<file path="config.mk">
export PLATFORM = sky130hd
export DESIGN_NAME = status_alu
export DESIGN_NICKNAME = d
export VERILOG_FILES = /design/src/rtl/status_alu_pkg.sv /design/src/rtl/alu_addsub.sv /design/src/rtl/alu_shifter.sv /design/src/rtl/alu_word_add.sv /design/src/rtl/status_alu.sv
export SDC_FILE = /design/constraint.sdc
export NUM_CORES = 1
export LEC_CHECK = 0
export ABC_AREA = 1
export CELL_PAD_IN_SITES_DETAIL_PLACEMENT = 1
export CELL_PAD_IN_SITES_GLOBAL_PLACEMENT = 1
export CORE_ASPECT_RATIO = 0.9
export CORE_MARGIN = 2
export CORE_UTILIZATION = 40
export CTS_CLUSTER_SIZE = 40
export DETAILED_ROUTE_END_ITERATION = 6
export PLACE_DENSITY = 0.92
export SLEW_MARGIN = 20
export SYNTH_ARGS = -nofsm -noshare
export SYNTH_HDL_FRONTEND = slang
export SYNTH_HIERARCHICAL = 1
export SYNTH_SLANG_ARGS = --single-unit
</file>
<file path="constraint.sdc">
create_clock -name clk -period 5.3 [get_ports clk]
set_input_delay 0.53 -clock clk [delete_from_list [all_inputs] [get_ports clk]]
set_output_delay 0.53 -clock clk [all_outputs]
set_load 0.02 [all_outputs]
</file>
<file path="src/rtl/status_alu_pkg.sv">
// Shared operation codes, status-bit positions and widths for the ALU.
// Assumes the status byte layout is fixed and decoded by the surrounding core.
package status_alu_pkg;

    localparam int DW  = 8;
    localparam int PW  = 16;
    localparam int IW  = 6;
    localparam int OPW = 5;
    localparam int SW  = $clog2(DW);

    typedef enum logic [OPW-1:0] {
        OP_ADD  = 5'd0,  OP_ADC  = 5'd1,  OP_SUB  = 5'd2,  OP_AND  = 5'd3,
        OP_OR   = 5'd4,  OP_XOR  = 5'd5,  OP_COM  = 5'd6,  OP_NEG  = 5'd7,
        OP_INC  = 5'd8,  OP_DEC  = 5'd9,  OP_LSL  = 5'd10, OP_LSR  = 5'd11,
        OP_ROL  = 5'd12, OP_ROR  = 5'd13, OP_ASR  = 5'd14, OP_SWAP = 5'd15,
        OP_ADIW = 5'd16, OP_BST  = 5'd17, OP_BLD  = 5'd18, OP_BSET = 5'd19,
        OP_BCLR = 5'd20
    } alu_op_e;

    localparam int FL_C = 0;
    localparam int FL_Z = 1;
    localparam int FL_N = 2;
    localparam int FL_V = 3;
    localparam int FL_S = 4;
    localparam int FL_H = 5;
    localparam int FL_T = 6;
    localparam int FL_I = 7;

    // True for codes that rewrite C, Z, N, V, S and H.
    function automatic logic sets_flags(input logic [OPW-1:0] code);
        return (code <= 5'd14) || (code == 5'd16);
    endfunction

endpackage

</file>
<file path="src/rtl/alu_addsub.sv">
// Byte adder/subtractor with carry, half-carry and signed-overflow outputs.
// Assumes W is even; the half carry is taken at the nibble boundary W/2.
module alu_addsub #(
    parameter int W = 8
) (
    input  logic [W-1:0] a,
    input  logic [W-1:0] b,
    input  logic         cin,
    input  logic         sub,
    output logic [W-1:0] r,
    output logic         c,
    output logic         h,
    output logic         v
);
    localparam int HB = W/2 - 1;

    logic [W:0] full;
    logic       a3, b3, r3, a7, b7, r7;

    // Form the sum or difference with one extra bit for carry/borrow.
    always_comb begin
        if (sub) full = {1'b0, a} - {1'b0, b} - {{W{1'b0}}, cin};
        else     full = {1'b0, a} + {1'b0, b} + {{W{1'b0}}, cin};
    end

    assign r  = full[W-1:0];
    assign c  = full[W];
    assign a3 = a[HB];
    assign b3 = b[HB];
    assign r3 = r[HB];
    assign a7 = a[W-1];
    assign b7 = b[W-1];
    assign r7 = r[W-1];

    // Derive half carry and overflow from operand and result sign bits.
    always_comb begin
        if (sub) begin
            h = (~a3 & b3) | (b3 & r3) | (r3 & ~a3);
            v = (a7 & ~b7 & ~r7) | (~a7 & b7 & r7);
        end else begin
            h = (a3 & b3) | (b3 & ~r3) | (~r3 & a3);
            v = (a7 & b7 & ~r7) | (~a7 & ~b7 & r7);
        end
    end
endmodule

</file>
<file path="src/rtl/alu_shifter.sv">
// One-place shifts, rotates through carry, arithmetic right shift and
// nibble swap. Assumes op selects one of these codes; others pass a through.
module alu_shifter #(
    parameter int W = 8
) (
    input  status_alu_pkg::alu_op_e op,
    input  logic [W-1:0]            a,
    input  logic                    cin,
    output logic [W-1:0]            r,
    output logic                    cout
);
    import status_alu_pkg::*;
    localparam int HW = W/2;

    // Select the shifted byte and the bit that falls out into carry.
    always_comb begin
        r    = a;
        cout = cin;
        case (op)
            OP_LSL:  begin r = {a[W-2:0], 1'b0};   cout = a[W-1]; end
            OP_ROL:  begin r = {a[W-2:0], cin};    cout = a[W-1]; end
            OP_LSR:  begin r = {1'b0, a[W-1:1]};   cout = a[0];   end
            OP_ROR:  begin r = {cin, a[W-1:1]};    cout = a[0];   end
            OP_ASR:  begin r = {a[W-1], a[W-1:1]}; cout = a[0];   end
            OP_SWAP: begin r = {a[HW-1:0], a[W-1:HW]};            end
            default: ;
        endcase
    end
endmodule

</file>
<file path="src/rtl/alu_word_add.sv">
// Adds a zero-extended small immediate to a register pair.
// Assumes IW < PW; carry is the carry out of the top pair bit.
module alu_word_add #(
    parameter int PW = 16,
    parameter int IW = 6
) (
    input  logic [PW-1:0] pair,
    input  logic [IW-1:0] imm,
    output logic [PW-1:0] sum,
    output logic          c,
    output logic          v
);
    logic [PW:0] full;

    // Widen both operands and add.
    always_comb full = {1'b0, pair} + {{(PW-IW+1){1'b0}}, imm};

    assign sum = full[PW-1:0];
    assign c   = ~sum[PW-1] & pair[PW-1];
    assign v   = sum[PW-1] & ~pair[PW-1];
endmodule

</file>
<file path="src/rtl/status_alu.sv">
// Top of the ALU: picks the result for the operation code, assembles the
// new status byte and registers all outputs. Assumes op, operands and
// status are stable before each rising edge; reset is synchronous, active low.
module status_alu
    import status_alu_pkg::*;
(
    input  logic           clk,
    input  logic           rst_n,
    input  logic [OPW-1:0] op,
    input  logic [DW-1:0]  opnd_a,
    input  logic [DW-1:0]  opnd_b,
    input  logic [SW-1:0]  bit_sel,
    input  logic [DW-1:0]  sreg_in,
    input  logic [PW-1:0]  pair_in,
    input  logic [IW-1:0]  imm6,
    output logic [DW-1:0]  res_out,
    output logic [PW-1:0]  pair_out,
    output logic [DW-1:0]  sreg_out
);
    alu_op_e       op_e;
    logic [DW-1:0] as_a, as_b, as_r, sh_r, res_c, sr_c;
    logic          as_cin, as_sub, as_c, as_h, as_v, sh_c;
    logic [PW-1:0] wd_sum, pair_c;
    logic          wd_c, wd_v;
    logic          fc, fh, fv, fn, fz;

    assign op_e = alu_op_e'(op);

    // Route operands into the shared adder for add, sub, neg, inc, dec.
    always_comb begin
        as_a   = opnd_a;
        as_b   = opnd_b;
        as_cin = 1'b0;
        as_sub = 1'b0;
        case (op_e)
            OP_ADC: as_cin = sreg_in[FL_C];
            OP_SUB: as_sub = 1'b1;
            OP_NEG: begin as_a = '0; as_b = opnd_a; as_sub = 1'b1; end
            OP_INC: as_b = DW'(1);
            OP_DEC: begin as_b = DW'(1); as_sub = 1'b1; end
            default: ;
        endcase
    end

    alu_addsub #(.W(DW)) u_addsub (
        .a(as_a), .b(as_b), .cin(as_cin), .sub(as_sub),
        .r(as_r), .c(as_c), .h(as_h), .v(as_v)
    );

    alu_shifter #(.W(DW)) u_shift (
        .op(op_e), .a(opnd_a), .cin(sreg_in[FL_C]), .r(sh_r), .cout(sh_c)
    );

    alu_word_add #(.PW(PW), .IW(IW)) u_word (
        .pair(pair_in), .imm(imm6), .sum(wd_sum), .c(wd_c), .v(wd_v)
    );

    // Choose the result and the per-code carry, half-carry and overflow.
    always_comb begin
        res_c  = opnd_a;
        pair_c = pair_in;
        sr_c   = sreg_in;
        fc     = sreg_in[FL_C];
        fh     = sreg_in[FL_H];
        fv     = sreg_in[FL_V];
        case (op_e)
            OP_ADD, OP_ADC, OP_SUB, OP_NEG: begin
                res_c = as_r; fc = as_c; fh = as_h; fv = as_v;
            end
            OP_INC, OP_DEC: begin res_c = as_r; fv = as_v; end
            OP_AND: begin res_c = opnd_a & opnd_b; fv = 1'b0; end
            OP_OR:  begin res_c = opnd_a | opnd_b; fv = 1'b0; end
            OP_XOR: begin res_c = opnd_a ^ opnd_b; fv = 1'b0; end
            OP_COM: begin res_c = ~opnd_a; fv = 1'b0; fc = 1'b1; end
            OP_LSL, OP_ROL: begin
                res_c = sh_r; fc = sh_c; fh = opnd_a[DW/2-1];
                fv = sh_r[DW-1] ^ sh_c;
            end
            OP_LSR, OP_ROR, OP_ASR: begin
                res_c = sh_r; fc = sh_c; fv = sh_r[DW-1] ^ sh_c;
            end
            OP_SWAP: res_c = sh_r;
            OP_ADIW: begin
                res_c = wd_sum[DW-1:0]; pair_c = wd_sum; fc = wd_c; fv = wd_v;
            end
            OP_BST:  sr_c[FL_T] = opnd_a[bit_sel];
            OP_BLD:  res_c[bit_sel] = sreg_in[FL_T];
            OP_BSET: sr_c[bit_sel] = 1'b1;
            OP_BCLR: sr_c[bit_sel] = 1'b0;
            default: ;
        endcase
        fn = (op_e == OP_ADIW) ? wd_sum[PW-1] : res_c[DW-1];
        fz = (op_e == OP_ADIW) ? (wd_sum == '0) : (res_c == '0);
        if (sets_flags(op)) begin
            sr_c[FL_C] = fc;
            sr_c[FL_Z] = fz;
            sr_c[FL_N] = fn;
            sr_c[FL_V] = fv;
            sr_c[FL_S] = fn ^ fv;
            sr_c[FL_H] = fh;
        end
    end

    // Register the outputs; synchronous clear when reset is low.
    always_ff @(posedge clk) begin
        if (!rst_n) begin
            res_out  <= '0;
            pair_out <= '0;
            sreg_out <= '0;
        end else begin
            res_out  <= res_c;
            pair_out <= pair_c;
            sreg_out <= sr_c;
        end
    end


    sign_xor_chk: assert property (@(posedge clk) disable iff (!rst_n)
        ($past(rst_n) && sets_flags($past(op)))
        |-> (sreg_out[FL_S] == (sreg_out[FL_N] ^ sreg_out[FL_V])));


    swap_flags_chk: assert property (@(posedge clk) disable iff (!rst_n)
        ($past(rst_n) && $past(op) == OP_SWAP) |-> (sreg_out == $past(sreg_in)));


    irq_hold_chk: assert property (@(posedge clk) disable iff (!rst_n)
        ($past(rst_n) && $past(op) != OP_BSET && $past(op) != OP_BCLR)
        |-> (sreg_out[FL_I] == $past(sreg_in[FL_I])));


    word_sum_chk: assert property (@(posedge clk) disable iff (!rst_n)
        ($past(rst_n) && $past(op) == OP_ADIW)
        |-> ({sreg_out[FL_C], pair_out} == ({1'b0, $past(pair_in)} + 17'($past(imm6)))));


    logic_keep_chk: assert property (@(posedge clk) disable iff (!rst_n)
        ($past(rst_n) && ($past(op) == OP_AND || $past(op) == OP_OR || $past(op) == OP_XOR))
        |-> (!sreg_out[FL_V] && sreg_out[FL_C] == $past(sreg_in[FL_C])
             && sreg_out[FL_H] == $past(sreg_in[FL_H])));
endmodule

</file>
; After elaboration in Yosys (flattened, before gate mapping)
; Cells that the tools add are included.
[op_classes]
n_addsub = 5
order_cmp = 3
n_eq_ne = 20
mux = 25
bitwise = 38
n_reduce_logical = 14
[ops]
columns = cell, count
row1 = $pmux 8 s8, 1
row2 = $pmux 8 s6, 1
row3 = $eq 5x4->1 const B, 8
row4 = $eq 5x5->1 const B, 5
row5 = $eq 5x3->1 const B, 4
row6 = $add 16x6->16, 1
row7 = $and 1x1->1, 16
row8 = $and 8x8->8, 2
row9 = $logic_not 16->1, 1
row10 = $mux 16, 1
row11 = $not 8->8, 2
row12 = $or 8x8->8, 2
row13 = $pmux 8 s2, 1
row14 = $pmux 6 s2, 1
row15 = $reduce_or 6->1, 2
row16 = $eq 5x2->1 const B, 2
row17 = $add 8x8->9, 1
row18 = $add 9x1->9, 1
row19 = $mux 9, 1
row20 = $sub 8x8->9, 1
row21 = $sub 9x1->9, 1
row22 = $bwmux 8, 1
row23 = $logic_not 8->1, 1
row24 = $mux 1, 8
row25 = other kinds (22), 40
[totals]
regBits = 32
inputBits = 56
wordCells = 108

; Depth between registers and ports, before layout
; Gate-level depths: netlist of run 1.
[depth]
depth_word = 13
depth_mapped = 29
mapped_depth_nobuf = 28

; Hierarchy
; Netlist of run 1, hierarchy kept.
[modules_own_cells]
columns = mod, instances, cells_per_inst, area_per_inst_um2, seq_area_each_um2
row1 = status_alu, 1, 477, 2849.0, 640.6
row2 = alu_addsub, 1, 176, 1072.3, 0.0
row3 = alu_word_add, 1, 102, 616.8, 0.0
row4 = alu_shifter, 1, 94, 467.9, 0.0

; Worst setup path before layout of run 1
; OpenSTA, ideal clock, no wires.
[synth_path]
path_kind = input port to flip-flop
from = input port op[4]
to = register sreg_out[1]
setup_time_ps = 65
arrival_ps = 3515
t_required_ps = 5235
slack_ps = 1720
cell_stages = 28
path_buffers = 2
cell_sequence = buf_4 nor2_1 nand2_1 buf_2 nand2_1 nor2_1 a31oi_1 inv_1 fa_1 inv_1 fa_1 nand3_1 nand2_1 nand2_1 nand2_1 a21oi_1 or2_1 nand3_1 nand2_1 nand2_1 nand3_1 nor2_1 nand2_1 nor2_1 nand2_1 nor2_1 nor2_1 nor2_1
[synth_between]
elab_chain_len = 10
elab_cells_between_ends = 41
classes_between = add/sub (4) / order compare (1) / eq/ne (19) / mux (10) / reduce/logical (7)
[synth_rtl]
columns = item, line
row1 = "start, declared", status_alu.sv:9  ; input logic [OPW-1:0] op,
row2 = $eq 5x4->1, status_alu.sv:35  ; case (op_e)
row3 = $reduce_or 2->1 (no line), n/a
row4 = $pmux 8 s2 *, status_alu.sv:35
row5 = named net as_b[0], status_alu.sv:21  ; logic [DW-1:0] as_a, as_b, as_r, sh_r, res_c, sr_c;
row6 = $add 8x8->9 / $sub 8x8->9 (equally long branches), "alu_addsub.sv:23, alu_addsub.sv:22"
row7 = $add 9x1->9 / $sub 9x1->9 (equally long branches), "alu_addsub.sv:23, alu_addsub.sv:22"
row8 = $mux 9 *, alu_addsub.sv:22  ; if (sub) full = {1'b0, a} - {1'b0, b} - {{W{1'b0}}, cin};
row9 = named net as_r[6], status_alu.sv:21
row10 = $pmux 8 s8 *, status_alu.sv:66  ; case (op_e)
row11 = $logic_not 8->1 *, status_alu.sv:93  ; fz = (op_e == OP_ADIW) ? (wd_sum == '0) : (res_c == '0);
row12 = $mux 1 *, status_alu.sv:93
row13 = $mux 6 *, status_alu.sv:94  ; if (sets_flags(op)) begin
row14 = "end signal, assigned", status_alu.sv:113  ; sreg_out <= sr_c;
row15 = "end, declared", status_alu.sv:18  ; output logic [DW-1:0] sreg_out
; Mark *: on every way through the listed nets, which the timed path passes. The rest lies on a longest branch.
; A chain may end at the register's enable or synchronous reset.

; Final worst setup path of run 1
[layout_path]
from = input port op[3]
to = register sreg_out[1]
; The elaborated chain is that of the path after synthesis.

==> results of run 1 <==
## power breakdown
group | internal [W] | leakage (nW) | switching (W)
clock | 0.000221 | 0.0798 | 0.000119
sequential | 0.000260 | 0.266 | 0.00000544
combinational | 0.000207 | 2.78 | 0.000358
total | 0.000688 | 3.13 | 0.000483
## state kept, by name, summed over array words and instances (netlist names)
signal,flops
pair_out,16
res_out,8
sreg_out,8
## routing by layer
metal,routed length (um),global-route usage,vias up,part of all wire
met1,8920,0.412,2931,0.44
li1,-,-,2939,-
met2,8950,0.490,306,0.44
met4,574,0.0903,0,0.028
met5,0,0,-,0
met3,1700,0.0597,62,0.084
## layout make-up
type	instances	area [um^2]
fill	1706	5930
multi-input combinational	665	3730
timing repair buffer	98	953
sequential	32	641
inverter	132	495
tap	160	200
clock buffer	5	125
clock inverter	3	42.5
## worst max-delay path, cell delays in order
cell and delay (ps):
clkdlybuf4s50_1 640, inv_2 90, nand2_1 90, nor2_1 60, nand2_1 330, nand2_1 310, o22ai_1 420, ha_1 340
inv_2 110, ha_1 290, a21oi_1 250, nor2_1 90, o21ai_0 170, nand2_1 90, xor2_1 150, nand2_1 90
nand2_1 70, nand2_1 70, nand3_1 130, nor2_1 160, nand2_1 70, nor2_1 110, nand2_1 60, nor2_1 110
nor2_1 50, nor2_1 80
## cells by family (layout without fill, tap and decap cells)
group	Yosys count	count (layout)
DFF	32	32
xor gates and xnor gates	9	9
and+or+nand+nor	499	499
adders and majority gates	52	52
AOI/OAI and AO/OA	105	105
buffers and inverters	152	238
## synth_stat cells, types with 11 or more instances
library cell / number
nor2_1: 105
nand2_2: 11
inv_2: 16
nand4_1: 37
nand3_1: 79
inv_1: 115
nand3_2: 13
o21ai_0: 21
nand2_1: 211
dfxtp_1: 32
a21oi_1: 48
ha_1: 47
## stage by stage
| step | util | setup slack, ps | std cells | total power, W | area, um^2 |
|---|---|---|---|---|---|
| after CTS | 0.511 | 693 | 1095 | 0.00116 | 6190 |
| after floorplan | - | 1720 | 849 | 0.000612 | 5010 |
| after detailed placement | 0.497 | 401 | 1087 | 0.000820 | 6020 |
| after global routing | 0.511 | 188 | 1095 | 0.00124 | 6190 |
| final | 0.511 | 547 | 1095 | 0.00117 | 6190 |
| after global placement | 0.497 | 673 | 1087 | 0.000800 | 6020 |
## how the worst max path moves through the flow
stage                     start                endpoint  slack, ps  cells after the start
after floorplan           op[4]  sreg_out[1]$_SDFF_PN0_       1720                     28
after global placement    op[0]  sreg_out[1]$_SDFF_PN0_        670                     28
after detailed placement  op[3]  sreg_out[1]$_SDFF_PN0_        400                     26
after CTS                 op[3]  sreg_out[1]$_SDFF_PN0_        690                     26
after global routing      op[0]  sreg_out[1]$_SDFF_PN0_        190                     26
final                     op[3]  sreg_out[1]$_SDFF_PN0_        550                     26
==> impl_results.md, run 1 <==
* Mux cell area share after synthesis at 0
* DPL Wire Length at 16.1 mm
* Mapped Area at 0.00501 mm^2
* Post-Synth Simple-Gate Area at 0.472
* Commonest non-fill, non-tap cell in the layout: nand2_1
* Setup bufs post-CTS at 0
* Final RePlAce weighted congestion at 0.955
* WHS Endpoint: pair_out[3]$_SDFF_PN0_
* Peak Freq at 0.210 GHz
* Final routed DRC violation total at 0
* Final net count at 1042
* RSZ-0062 raised after global routing: no
* Main combinational cell family by area after synthesis: simple AND/OR/NAND/NOR gates
* Max-slew violation count at 0
* Via Count at 6238
* Initial antenna violation count at 0
* Seq/Total Area, Yosys at 0.128
* Avg Inst Size Synth at 5.90 um^2
* Status: complete, no violations
* Tmin final at 4750 ps
* Pwr per Cell Area at 189 mW/mm^2
* Vias/cell at 5.70
* Post-Synth Adder-Cell Area at 0.137
* Worst path required time at 5510 ps
* Die Wd at 122 um
* Number of DRC markers in iteration 0 at 563
* Wire per inst at 18.4 um
* CTS tree: built
* Gr usage total at 0.304
* Synth Area in Compound Gates at 0.121
* Initial Util at 0.413
* Crit path DAT at 4960 ps
* Static Leak at 3.13 nW
* CP Launch Type: input pin
* WL final at 20.2 mm
* Synth cell types at 46
* Clock Sinks at 32
* Fraction of layout cells with a size suffix above 1 at 0.0941
* Setup_tns at 0 ps
* Worst slew margin at 0.296
* Peak supply drop at 0.119 mV
* Number of global-route vias before repair at 6215
* H-Tree Depth at 2
* CP max FO at 11
* Worst-path clk slew at 60 ps
* Async set-reset flop share out of synthesis at 0
* Worst slew pin tran at 1050 ps
* Final hold violation count at 0
* HP Start: pair_in[3]
* Syn Inst Count at 849
* Final Hold Slack at 860 ps
* First-pass GRT wire length at 31.9 mm
* Yosys warns at 6
* Post-Syn Nets at 957
* Xor/xnor share of the synthesized area at 0.0157
* Area growth from synthesis to layout at 23.7%
* Max Cap Violations at 0
* CTS Root Cell: clkbuf_16
* Core Area at 0.0121 mm^2
* Post_cts resized at 0
* I/O pin count at 88
* FF+latch count, synth at 32
* Antenna diodes at 0
* Cts bufs inserted at 5
* Port Buffer Count at 87
* Area of the die at 0.0134 mm^2
* Hold path depth at 3
* Rows at 38
* Largest net degree at the start of global routing at 31
* Die Span Y at 110 um
* Setup CP Type: in -> reg
* Period utilization at 0.897
* Synth Flop Type: dfxtp_1
* First-pass iteration count of the detailed router at 5
* Hold Crit Class: in -> reg
* Post-cts hold buffer count at 0
* Most frequent cells in the layout: 211 x nand2_1, 115 x inv_1, 105 x nor2_1, 87 x clkdlybuf4s50_1, 79 x nand3_1
* Worst-case clock buffer depth at 2
* Top-area cell type share of the netlist area at 0.158
* GRT overflow at 0
* Post-route antenna net violation count at 0
* Critical path capture point type: flop
* Synth area leader: nand2_1
* Largest cells by area after synthesis: nand2_1 16%, dfxtp_1 13%, ha_1 12%, inv_1 8.6%, nand3_1 7.9%
* Setup violators final at 0
* EDFF count, synth at 0
(Power assumes the default switching activity.)
==> run 2, diff against run 1 <==
- CORE_UTILIZATION: 40 -> 34
- HOLD_SLACK_MARGIN: unset -> 0.12
- PLACE_DENSITY: 0.92 -> 0.83
- clock period: 5.3 -> 3.8 ns (I/O delays scaled with it)
==> run 2 against run 1 <==
Die area rose by 17%; final cell count rose by 11%; count of clock-buffer cells in the layout did not move; global-route usage fell by 2.8 points; design area rose by 13%; sequential cell count did not move; routed wire length rose by 9.6%; first-iteration DRC count fell by 3.0%; critical endpoint unchanged.
==> impl_results.md, run 2 (synthesis results as in run 1) <==
* GRT overflow at 0 (unchanged)
* Area of the multi-input gates at 0.00388 mm^2 (+3.8%)
* Wire per inst at 18.2 um (-1.2%)
* CP Launch Type: input pin
* Fraction of layout cells with a size suffix above 1 at 0.197 (+0.103)
* Largest net degree at the start of global routing at 31 (unchanged)
* Final routed DRC violation total at 0 (unchanged)
* Period utilization at 0.927
* Final hold violation count at 0 (unchanged)
* Top Registers: pair_out (16), res_out (8), sreg_out (8)
* Peak Freq at 0.284 GHz
* Core Area at 0.0146 mm^2 (+20%)
* Setup violators final at 0 (unchanged)
* I/O pin count at 88 (unchanged)
* Worst slew pin tran at 1070 ps (+18.9 ps)
* Crit path DAT at 3730 ps (-1230 ps)
* Tmin final at 3520 ps
* Gr usage total at 0.276 (-0.0275)
* Peak supply drop at 0.173 mV (+44%)
* Static Leak at 3.58 nW (+14%)
* Area growth from synthesis to layout at 40.1%
* Seq. cell area at 641 um^2 (unchanged)
* Max Cap Violations at 0 (unchanged)
* Fill cells at 2000 (+17%)
* CP max-delay cell: fa_1
* CTS Root Cell: clkbuf_16
* Most frequent cells in the layout: 206 x nand2_1, 112 x inv_1, 96 x nor2_1, 91 x buf_4, 82 x clkdlybuf4s50_1
* CP max FO at 7 (-4)
* Vias/cell at 5.33 (-6.4%)
* # placed instances at 1200 (+10%)
* H-Tree Depth at 2 (unchanged)
* Via Count at 6470 (+3.7%)
* Worst slew margin at 0.284 (-0.0126)
* Clock Sinks at 32 (unchanged)
* Area of the die at 0.0157 mm^2 (+17%)
* Hold Crit Class: in -> reg
* Worst path required time at 4010 ps (-1500 ps)
* Post-route non-filler standard cell count at 1214 (+11%)
* Setup CP Type: in -> reg
* Final Hold Slack at 693 ps (-167 ps)
* Critical path capture point type: flop
* Final RePlAce weighted congestion at 0.983 (+2.9%)
* Cell mode on critical path: nand2_1
* Worst-path clk slew at 60 ps (about the same)
* Initial antenna violation count at 0 (unchanged)
* CTS tree: built
* Final Util at 0.482 (-0.0290)
* Setup_tns at 0 ps (unchanged)
* Rows at 42 (+11%)
* Die Span Y at 119 um (+8.2%)
* Top reg by flops: pair_out
* Number of flip-flops in the largest register at 16 (unchanged)
* Pwr per Cell Area at 254 mW/mm^2 (+34%)
* Status: complete, no violations
* Post-route antenna net violation count at 0 (unchanged)
* Number of DRC markers in iteration 0 at 546 (-3.0%)
* Max-slew violation count at 0 (unchanged)
* Final net count at 1123 (+7.8%)
* CP max stage delay at 430 ps (-210 ps)
* Post-layout total power at 0.00178 W (+52%)
* Initial Util at 0.344 (-0.0690)
* RSZ-0062 raised after global routing: no
* Cts bufs inserted at 5 (unchanged)
* Worst-case clock buffer depth at 2 (unchanged)
* Commonest non-fill, non-tap cell in the layout: nand2_1
* Antenna diodes at 0 (unchanged)
* WL final at 22.1 mm (+9.6%)
* Port Buffer Count at 87 (unchanged)
* First-pass GRT wire length at 34.7 mm (+8.6%)
* Number of global-route vias before repair at 6653 (+7.0%)
* First-pass iteration count of the detailed router at 5 (unchanged)
* DPL Wire Length at 17.4 mm (+8.2%)
* Die Wd at 132 um (+8.2%)
run 2: changes by cell type in the layout (fill, tap and decap cells not counted), moves of 3 or more:
| cell | change |
|---|---|
| buf_4 | +80 |
| nor2_1 | -9 |
| nor2_2 | +6 |
| clkdlybuf4s50_1 | -5 |
| dlymetal6s2s_1 | +5 |
| nand2_1 | -5 |
| nand2_2 | +4 |
| fa_1 | -3 |
| fa_2 | +3 |
| inv_1 | -3 |
| nand3_1 | -3 |
| nand3_2 | +3 |
| nor2_4 | +3 |
run 2: worst max-delay path, delay by kind of cell:
family,cells,cell delay [ps]
AO/OA/AOI/OAI,1,100
adder cells (fa/ha/maj),2,620
buffers and inverters,6,680
AND/OR/NAND/NOR,20,1950
run 2: worst paths after layout:
kind       start                      to  depth (start not counted)
max        op[3]  sreg_out[1]$_SDFF_PN0_                         29
min   pair_in[4]  pair_out[4]$_SDFF_PN0_                          3
run 2: where the power goes:
part           internal [W]  switching [W]
Sequential         0.000363     0.00000763
Clock              0.000311       0.000159
Combinational      0.000394       0.000548
Total               0.00107       0.000715
run 2: per-layer routing:
layer | part of all wire | routed length, um | vias to the layer above | global-route usage
met3 | 0.053 | 1170 | 49 | 0.0421
met1 | 0.45 | 9950 | 3131 | 0.362
met4 | 0.028 | 613 | 0 | 0.0842
met2 | 0.47 | 10400 | 188 | 0.468
li1 | - | - | 3102 | -
met5 | 0 | 0 | - | 0
run 2: final cells by class:
cell class / count / share of cell area
clock inverter: 3 / 0.00660
clock buffer: 5 / 0.0178
inverter: 132 / 0.0712
multi-input combinational: 665 / 0.553
tap: 198 / 0.0353
timing repair buffer: 179 / 0.225
sequential: 32 / 0.0913
run 2: metrics by stage:
step / area (um^2) / setup WS [ps]
floorplan: 5010 / 370
finish: 7010 / 278
global placement: 6640 / -349
CTS: 6850 / 15.7
detailed placement: 6640 / -424
global route: 7010 / 21.7
run 2: what timing repair did:
item	in CTS	in global routing
hold buffers	0	0
setup endpoints to repair	1	10
buffers inserted	2	4
cloned	0	0
pin swaps	3	12
resized for setup	10	34
